`config.mk`:
```
export PLATFORM = sky130hd
export DESIGN_NAME = xfer_err_mon
export DESIGN_NICKNAME = d
export VERILOG_FILES = /design/src/rtl/xfer_err_pkg.sv /design/src/rtl/xfer_offset_ctr.sv /design/src/rtl/xfer_phase_watch.sv /design/src/rtl/xfer_gross_detect.sv /design/src/rtl/xfer_sticky_bank.sv /design/src/rtl/xfer_err_mon.sv
export SDC_FILE = /design/constraint.sdc
export NUM_CORES = 1
export LEC_CHECK = 0
export CAP_MARGIN = 10
export CELL_PAD_IN_SITES_DETAIL_PLACEMENT = 0
export CELL_PAD_IN_SITES_GLOBAL_PLACEMENT = 1
export CORE_ASPECT_RATIO = 1.25
export CORE_MARGIN = 2
export CORE_UTILIZATION = 30
export CTS_CLUSTER_SIZE = 28
export DETAILED_ROUTE_END_ITERATION = 12
export GPL_TIMING_DRIVEN = 0
export PLACE_DENSITY_LB_ADDON = 0.3
export SYNTH_ARGS = -nofsm -noshare
export SYNTH_HDL_FRONTEND = slang
export SYNTH_SLANG_ARGS = --single-unit
```
`constraint.sdc`:
```
create_clock -name clk -period 2.8 [get_ports clk]
set_input_delay 0.56 -clock clk [delete_from_list [all_inputs] [get_ports clk]]
set_output_delay 0.56 -clock clk [all_outputs]
set_load 0.1 [all_outputs]
```
`src/rtl/xfer_err_pkg.sv`:
```
package xfer_err_pkg;

    typedef enum logic {
        ROLE_INITIATOR = 1'b0,
        ROLE_TARGET    = 1'b1
    } role_e;

    localparam int CAUSE_N = 5;

    // Bit order gives the cause index seen on gross_cause_o.
    typedef struct packed {
        logic phase_chg;
        logic ofs_ovf;
        logic ofs_unf;
        logic data_ovf;
        logic data_unf;
    } cause_t;

    // Saturating step of the outstanding offset.
    function automatic int next_offset(input int cur, input logic req,
                                       input logic ack, input int limit);
        int n;
        n = cur;
        if (req && !ack && cur < limit)
            n = cur + 1;
        else if (ack && !req && cur > 0)
            n = cur - 1;
        return n;
    endfunction

    // A further REQ would push offset past the programmed ceiling.
    function automatic logic offset_at_ceiling(input int cur, input int ceiling);
        return (ceiling != 0) && (cur >= ceiling);
    endfunction

endpackage

```
`src/rtl/xfer_offset_ctr.sv`:
```
module xfer_offset_ctr
    import xfer_err_pkg::*;
#(
    parameter int MAXW = 4
) (
    input  logic            clk,
    input  logic            rst,
    input  logic            req_i,
    input  logic            ack_i,
    output logic [MAXW:0]   cnt_o
);
    localparam int LIMIT = 2 ** MAXW;
    localparam int CW    = MAXW + 1;

    always_ff @(posedge clk) begin
        if (rst)
            cnt_o <= '0;
        else
            cnt_o <= CW'(next_offset(int'(cnt_o), req_i, ack_i, LIMIT));
    end
endmodule

```
`src/rtl/xfer_phase_watch.sv`:
```
module xfer_phase_watch
    import xfer_err_pkg::*;
#(
    parameter int PW = 3
) (
    input  logic          clk,
    input  logic          rst,
    input  role_e         role_i,
    input  logic          req_i,
    input  logic          atn_i,
    input  logic [PW-1:0] bus_phase_i,
    input  logic [PW-1:0] exp_phase_i,
    output logic          changed_o,
    output logic          mm_ev_o
);
    logic [PW-1:0] prev_phase;

    always_ff @(posedge clk) begin
        if (rst)
            prev_phase <= '0;
        else
            prev_phase <= bus_phase_i;
    end

    assign changed_o = (bus_phase_i != prev_phase);

    // One status bit, two meanings depending on role.
    always_comb begin
        if (role_i == ROLE_INITIATOR)
            mm_ev_o = req_i && (bus_phase_i != exp_phase_i);
        else
            mm_ev_o = atn_i;
    end
endmodule

```
`src/rtl/xfer_gross_detect.sv`:
```
module xfer_gross_detect
    import xfer_err_pkg::*;
#(
    parameter int MAXW = 4
) (
    input  role_e          role_i,
    input  logic           req_i,
    input  logic           ack_i,
    input  logic [MAXW:0]  cnt_i,
    input  logic [MAXW-1:0] max_ofs_i,
    input  logic           phase_changed_i,
    input  logic           fifo_full_i,
    input  logic           fifo_empty_i,
    input  logic           fifo_rd_i,
    input  logic           fifo_wr_i,
    output cause_t         ev_o
);
    logic is_init;
    logic cnt_zero;

    assign is_init  = (role_i == ROLE_INITIATOR);
    assign cnt_zero = (cnt_i == '0);

    always_comb begin
        ev_o           = '0;
        ev_o.data_unf  = fifo_rd_i && fifo_empty_i;
        ev_o.data_ovf  = fifo_wr_i && fifo_full_i;
        ev_o.ofs_unf   = !is_init && ack_i && !req_i && cnt_zero;
        ev_o.ofs_ovf   = is_init && req_i && !ack_i &&
                         offset_at_ceiling(int'(cnt_i), int'(max_ofs_i));
        ev_o.phase_chg = is_init && !cnt_zero && phase_changed_i;
    end
endmodule

```
`src/rtl/xfer_sticky_bank.sv`:
```
module xfer_sticky_bank #(
    parameter int N = 6
) (
    input  logic         clk,
    input  logic         rst,
    input  logic         clr_i,
    input  logic [N-1:0] set_i,
    output logic [N-1:0] q_o
);
    for (genvar i = 0; i < N; i++) begin : g_bit
        always_ff @(posedge clk) begin
            if (rst)
                q_o[i] <= 1'b0;
            else if (set_i[i])
                q_o[i] <= 1'b1;
            else if (clr_i)
                q_o[i] <= 1'b0;
        end
    end
endmodule

```
`src/rtl/xfer_err_mon.sv`:
```
module xfer_err_mon
    import xfer_err_pkg::*;
#(
    parameter int MAXW = 4,
    parameter int PW   = 3
) (
    input  logic             clk,
    input  logic             rst,
    input  logic             role_i,
    input  logic             req_i,
    input  logic             ack_i,
    input  logic [PW-1:0]    bus_phase_i,
    input  logic [PW-1:0]    exp_phase_i,
    input  logic [MAXW-1:0]  max_ofs_i,
    input  logic             atn_i,
    input  logic             fifo_full_i,
    input  logic             fifo_empty_i,
    input  logic             fifo_rd_i,
    input  logic             fifo_wr_i,
    input  logic             clr_i,
    output logic             mismatch_atn_o,
    output logic             gross_err_o,
    output logic [CAUSE_N-1:0] gross_cause_o,
    output logic [MAXW:0]    offset_cnt_o
);
    localparam int STAT_N = CAUSE_N + 1;

    role_e              role;
    logic [MAXW:0]      cnt;
    logic               phase_changed;
    logic               mm_ev;
    cause_t             ev;
    logic [STAT_N-1:0]  stat_set;
    logic [STAT_N-1:0]  stat_q;

    assign role = role_e'(role_i);

    xfer_offset_ctr #(.MAXW(MAXW)) u_ctr (
        .clk   (clk),
        .rst   (rst),
        .req_i (req_i),
        .ack_i (ack_i),
        .cnt_o (cnt)
    );

    xfer_phase_watch #(.PW(PW)) u_phase (
        .clk         (clk),
        .rst         (rst),
        .role_i      (role),
        .req_i       (req_i),
        .atn_i       (atn_i),
        .bus_phase_i (bus_phase_i),
        .exp_phase_i (exp_phase_i),
        .changed_o   (phase_changed),
        .mm_ev_o     (mm_ev)
    );

    xfer_gross_detect #(.MAXW(MAXW)) u_gross (
        .role_i          (role),
        .req_i           (req_i),
        .ack_i           (ack_i),
        .cnt_i           (cnt),
        .max_ofs_i       (max_ofs_i),
        .phase_changed_i (phase_changed),
        .fifo_full_i     (fifo_full_i),
        .fifo_empty_i    (fifo_empty_i),
        .fifo_rd_i       (fifo_rd_i),
        .fifo_wr_i       (fifo_wr_i),
        .ev_o            (ev)
    );

    assign stat_set = {mm_ev, ev};

    xfer_sticky_bank #(.N(STAT_N)) u_stat (
        .clk   (clk),
        .rst   (rst),
        .clr_i (clr_i),
        .set_i (stat_set),
        .q_o   (stat_q)
    );

    assign mismatch_atn_o = stat_q[STAT_N-1];
    assign gross_cause_o  = stat_q[CAUSE_N-1:0];
    assign gross_err_o    = |stat_q[CAUSE_N-1:0];
    assign offset_cnt_o   = cnt;
endmodule

```
==> impl_metrics.toml, run 1 <==
[outcome]
outcome = "finished, final reports clean"

[logic_synthesis]
synth_mux_area_share_pct = 0
yosys.area_share.simple_pct = 20.74
synth-seq-area-share_pct = 33.19
ys_warn_count = 0
synth.avg_cell_area_sq_um = 8.798
yosysUniqueCellTypes = 31
synth_compound_area_share_pct = 21.04
synthesis.area_sq_um = 844.6
synthAdderAreaFrac_pct = 12.74
mappedNetlistNets = 125
synth_top_family_by_area = "compound AO/OA/AOI/OAI gates"
synth_xor_area_share_pct = 8.296
postSynthCellCount = 96
synth_seq_cells = 14

[layout]
register_area_sq_um = 280.3
layout_common_cells = "clkdlybuf4s50_1 (32), dfxtp_1 (14), a21oi_1 (8)"
multi_input_area_sq_um = 534.3
fillerInstances = 294
post-route-util_pct = 46.55
fin_cells = 166
n_antenna_cell = 0
syn_to_final_growth_pct = 47.70
nets = 162
final_layout_size_suffix_gt1_share_pct = 6.818
layout_commonest_cell = "clkdlybuf4s50_1"

[critical_path]
r2r-end = "u_ctr.cnt_o[4]"
start_kind = "primary input"
crit_arrival_ns = 2.87
crit_path_start = "ack_i"
critPathCaptureType = "register"
worstPathRequired_ns = 3.01
r2r-start = "u_ctr.cnt_o[4]"
worstPathMaxFanout = 9
r2r_cells = 7
r2r_slack_ns = 0.67
crit_type = "in2reg"

[drt]
drtIter0Drc = 19
detail_route.wl_per_cell_um = 13.15
via_count = 836
ant_nets = 0
viasPerCell = 5.036
post-route-drc-count = 0
drt_wl_total_mm = 2.183
drtPass1Iterations = 4

[global_routing]
grt_pass1_vias = 838
grt-ovfl-total = 0
antenna_found_initial = 0
grt_pass1_wl_mm = 3.650
grtUsageTotal_pct = 14.84
grt_start_max_net_pins = 11

[floorplan]
die-area_sq_mm = 0.003258
fp.coreArea_sq_mm = 0.002680
die_w_um = 51.46
rows = 21
start_util_pct = 31.51
boundaryPins = 33
die_y_um = 63.32

[sta]
hold_ws_ns = 0.4761
period_needed_ns = 2.653
timing.final.ws_setup_ns = 0.1473
timing.slew.headroom_pct = 34.84
fin_skew_ns = 0.001977
period_share_pct = 94.74
fmax_mhz = 377.0
rsz0062_at_grt = "false"
slew_viol_final = 0
finalHoldViolCount = 0
worst_pin_slew_ns = 0.9744
setup_viol = 0

[power]
leakage_uw = 0.0005022
power_switching_uw = 561.0
share_seq_of_total_power_pct = 27.3
vdd_ir_drop_max_mv = 0.4901
p_comb_share_pct = 59.3
clkPwrFrac_pct = 13.5
swShare_pct = 51.50
power_uw = 1089
p_int_uw = 528.3
p_per_area_mw_per_mm2 = 873.3

[placement]
port_buffers = 32
dp_cells = 162
post-place-ws_ns = -0.2397
dpl.hpwl_mm = 1.701
gp_routability_congestion = 0.7813

[min_path]
hold_depth = 2
holdCritPathClass = "reg2reg"
holdCritStartpoint = "u_stat.q_o[5]"
min_to = "u_stat.q_o[5]"

[clocking]
cts_root_buf = "clkbuf_4"
clk_latency_ns = 0.28
cts_num_sinks = 14
ctsHtreeMaxLevel = 1
cts.reportedPaths.clkPinSlew_ns = 0.09
cts_tree = "built"
cts_max_path_buffers = 2
numCtsBuffers = 3

[flow_run]
drv_cap = 0
[kinds of logic (layout without fill, tap and decap cells)]
kind of cell               after synthesis  count (layout)
AOI/OAI and AO/OA                       25              25
xor gates and xnor gates                 8               8
adders and majority gates                8               8
buffers and inverters                    9              45
DFF                                     14              14
and+or+nand+nor                         32              32
[area by class of cell]
class / instances / share of cell area, %
Multi-Input combinational cell: 73 / 42.83
Timing Repair Buffer: 32 / 25.68
Sequential cell: 14 / 22.47
Tap cell: 34 / 3.410
Clock buffer: 4 / 2.909
Inverter: 8 / 2.407
Buffer: 1 / 0.3009
[stage by stage]
stage / setup TNS, ns / instance area [sq um]
global route: 0 / 1247
CTS: 0 / 1244
finish: 0 / 1247
global placement: -0.2194 / 1207
floorplan: 0 / 844.6
detailed placement: -0.2397 / 1207
[worst max path at each step]
stage | to | slack, ns | cells past startpoint
2_1_floorplan | u_ctr.cnt_o[4] | 0.17 | 7
3_3_place_gp | u_ctr.cnt_o[4] | -0.22 | 9
3_5_place_dp | u_ctr.cnt_o[4] | -0.24 | 9
4_1_cts | u_ctr.cnt_o[4] | 0.05 | 9
5_1_grt | u_ctr.cnt_o[4] | 0.04 | 9
6_report | u_ctr.cnt_o[4] | 0.15 | 9
[flip-flops by register name (all words and copies together), names as in the netlist]
name / flops
u_phase.prev_phase: 3
u_stat.q_o: 6
u_ctr.cnt_o: 5
[power groups by stage]
stage               clock [uW]  combinational [uW]  sequential (uW)
floorplan                    0                 266              513
global route               161                 697              302
finish                     147                 646              297
detailed placement           0                 643              300
global placement             0                 633              299
CTS                        152                 644              296
[metal layers]
| metal | global-route usage [%] | up-vias | share of wire (%) |
|---|---|---|---|
| li1 | - | 420 | - |
| met1 | 18.14 | 378 | 44 |
| met2 | 23.72 | 29 | 47 |
| met3 | 2.607 | 9 | 5.2 |
| met4 | 8.882 | 0 | 3.3 |
| met5 | 0 | - | 0 |
[Yosys cell counts]
cell | count | area [sq um]
dfxtp_1 | 14 | 280.3
a21oi_1 | 9 | 45.04
inv_1 | 8 | 30.03
ha_1 | 7 | 87.58
nand2_1 | 7 | 26.28
nor2_1 | 5 | 18.77
nor3_1 | 5 | 25.02
nor2b_1 | 4 | 25.02
xnor2_1 | 4 | 35.03
xor2_1 | 4 | 35.03
nand3_1 | 3 | 15.01
a21o_1 | 2 | 15.01
a22oi_1 | 2 | 15.01
a31oi_1 | 2 | 12.51
nand2b_1 | 2 | 12.51
nor4_1 | 2 | 12.51
o21ai_0 | 2 | 10.01
a211oi_1 | 1 | 7.510
a311o_1 | 1 | 10.01
a32o_1 | 1 | 10.01
a32oi_1 | 1 | 8.760
and4_1 | 1 | 8.760
clkbuf_1 | 1 | 3.750
fa_1 | 1 | 20.02
nor3_2 | 1 | 10.01
o21ai_1 | 1 | 5.000
o311ai_0 | 1 | 8.760
o31a_1 | 1 | 8.760
o31ai_4 | 1 | 21.27
or3_4 | 1 | 11.26
or4b_1 | 1 | 10.01
[worst max-delay path, stage by stage]
cell and delay [ns]:
clkdlybuf4s50_1 0.46, nand2b_1 0.19, nor2_1 0.26, inv_2 0.16
ha_1 0.36, a21oi_2 0.21, nand2_1 0.07, or4b_1 0.46
a31oi_1 0.13
[timing repair]
item | 4_1_cts | 5_1_grt
hold buffers | 0 | 0
buffers inserted | 0 | 0
resized for setup | 0 | 2
setup endpoints to repair | 0 | 1
(Power assumes the default switching activity.)
==> run 2: changes to the inputs <==
--- a/config.mk
+++ b/config.mk
@@ -5,12 +5,13 @@
 export SDC_FILE = /design/constraint.sdc
 export NUM_CORES = 1
 export LEC_CHECK = 0
-export CAP_MARGIN = 10
+export CAP_MARGIN = 20
 export CELL_PAD_IN_SITES_DETAIL_PLACEMENT = 0
 export CELL_PAD_IN_SITES_GLOBAL_PLACEMENT = 1
 export CORE_ASPECT_RATIO = 1.25
 export CORE_MARGIN = 2
-export CORE_UTILIZATION = 30
+export CORE_UTILIZATION = 32
+export CTS_BUF_LIST = sky130_fd_sc_hd__clkbuf_4
 export CTS_CLUSTER_SIZE = 28
 export DETAILED_ROUTE_END_ITERATION = 12
 export GPL_TIMING_DRIVEN = 0
==> run 2 against run 1 <==
Net effect:
- non-clock buffer count unchanged
- clock power is 20% lower
- sequential power about the same
- critical path type unchanged
- largest cell class unchanged
==> impl_metrics.toml, run 2 (same netlist as run 1, synthesis figures left out) <==
[outcome]
outcome = "finished, final reports clean"

[sta]
fmax_mhz = 372.5
finalHoldViolCount = 0
period_share_pct = 95.89
timing.slew.headroom_pct = 34.80
setup_viol = 0
fin_skew_ns = 0.003987
rsz0062_at_grt = "false"
worst_pin_slew_ns = 0.9750
slew_viol_final = 0
period_needed_ns = 2.685
finalSetupTns_ns = 0

[layout]
layout_commonest_cell = "clkdlybuf4s50_1"
layout_common_cells = "clkdlybuf4s50_1 (32), dfxtp_1 (14), inv_1 (8), a21oi_1 (8)"
syn_to_final_growth_pct = 46.37
n_antenna_cell = 0
post-route-util_pct = 49.90
largest_reg_flops = 6
final_layout_size_suffix_gt1_share_pct = 5.303
top_register = "u_stat.q_o"
nets = 162
reg_top3 = "u_stat.q_o (6), u_ctr.cnt_o (5), u_phase.prev_phase (3)"

[power]
p_per_area_mw_per_mm2 = 854.2
leakage_uw = 0.0004968
vdd_ir_drop_max_mv = 0.3842

[drt]
drtIter0Drc = 15
drt_wl_total_mm = 2.031
ant_nets = 0
viasPerCell = 4.976
detail_route.wl_per_cell_um = 12.31
post-route-drc-count = 0
via_count = 821
drtPass1Iterations = 6

[clocking]
cts_num_sinks = 14
post_cts.resized_instances = 0
clk_latency_ns = 0.28
cts_tree = "built"
cts_root_buf = "clkbuf_4"
cts_hold_buf = 0
cts.reportedPaths.clkPinSlew_ns = 0.08
ctsHtreeMaxLevel = 1
post-cts-setup-buffer-count = 0
numCtsBuffers = 3
cts_max_path_buffers = 2

[floorplan]
fp.coreArea_sq_mm = 0.002477
die_y_um = 61.44
die_w_um = 49.95
rows = 20
boundaryPins = 33
die-area_sq_mm = 0.003069
start_util_pct = 34.09

[placement]
port_buffers = 32
dpl.hpwl_mm = 1.616
gp_routability_congestion = 0.8490

[critical_path]
worstPathRequired_ns = 3.01
start_kind = "primary input"
crit_arrival_ns = 2.89
worstPathMaxFanout = 9
critPathCaptureType = "register"
crit_type = "in2reg"

[global_routing]
grt-ovfl-total = 0
grt_start_max_net_pins = 11
antenna_found_initial = 0
grt_pass1_wl_mm = 3.601
grtUsageTotal_pct = 15.47
grt_pass1_vias = 811

[flow_run]
drv_cap = 0

[min_path]
holdCritPathClass = "reg2reg"
run 2: cell types whose count changed in the layout (fill, tap and decap cells not counted):
cell,previous run,this run
inv_1,7,8
inv_2,1,0
clkbuf_8,1,0
clkinv_1,0,1
run 2: final cells by class:
cell class / instances / area (sq um)
buffer: 1 / 3.754
sequential: 14 / 280.3
tap: 33 / 41.29
fill: 238 / 1241
clock inverter: 1 / 3.754
multi-input combinational: 73 / 534.3
timing repair buffer: 32 / 320.3
clock buffer: 3 / 22.52
inverter: 8 / 30.03
run 2: worst max-delay path: stages:
cell,delay [ns]
clkdlybuf4s50_1,0.45
nand2b_1,0.19
nor2_1,0.23
inv_1,0.21
ha_1,0.37
a21oi_2,0.22
nand2_1,0.07
or4b_1,0.46
a31oi_1,0.13
run 2: power breakdown:
part / internal [uW] / total [uW] / switching [uW]
registers: 234 / 294 / 59.9
clock network: 51.6 / 118 / 66.8
logic: 216 / 644 / 428
run 2: final timing paths:
check / startpoint / end / slack, ns / cells past startpoint
setup / recovery: ack_i / u_ctr.cnt_o[4] / 0.12 / 9
hold / removal: u_stat.q_o[5] / u_stat.q_o[5] / 0.48 / 2
setup reg to reg: u_ctr.cnt_o[4] / u_ctr.cnt_o[4] / 0.64 / 7
hold reg to reg: u_stat.q_o[5] / u_stat.q_o[5] / 0.48 / 2
run 2: metrics by stage:
step	power (uW)	hold WS (ns)	area (sq um)	instances	worst slack, ns
final	1056	0.4757	1236	165	0.1152
after global routing	1132	0.5182	1236	165	0.004532
after CTS	1059	0.4750	1232	165	0.04278
after detailed placement	935.9	0.4625	1206	161	-0.2482
after global placement	933.5	0.4612	1206	161	-0.2301
after floorplan	779.1	0.6316	844.6	96	0.1673
run 2: per-layer routing:
metal  routed length [um]  GRT usage (%)  vias up
li1                     -              -      420
met1                  912          19.23      370
met2                  983          27.62       29
met3                  105          2.670        2
met4                   30          4.762        0
met5                    0              0        -
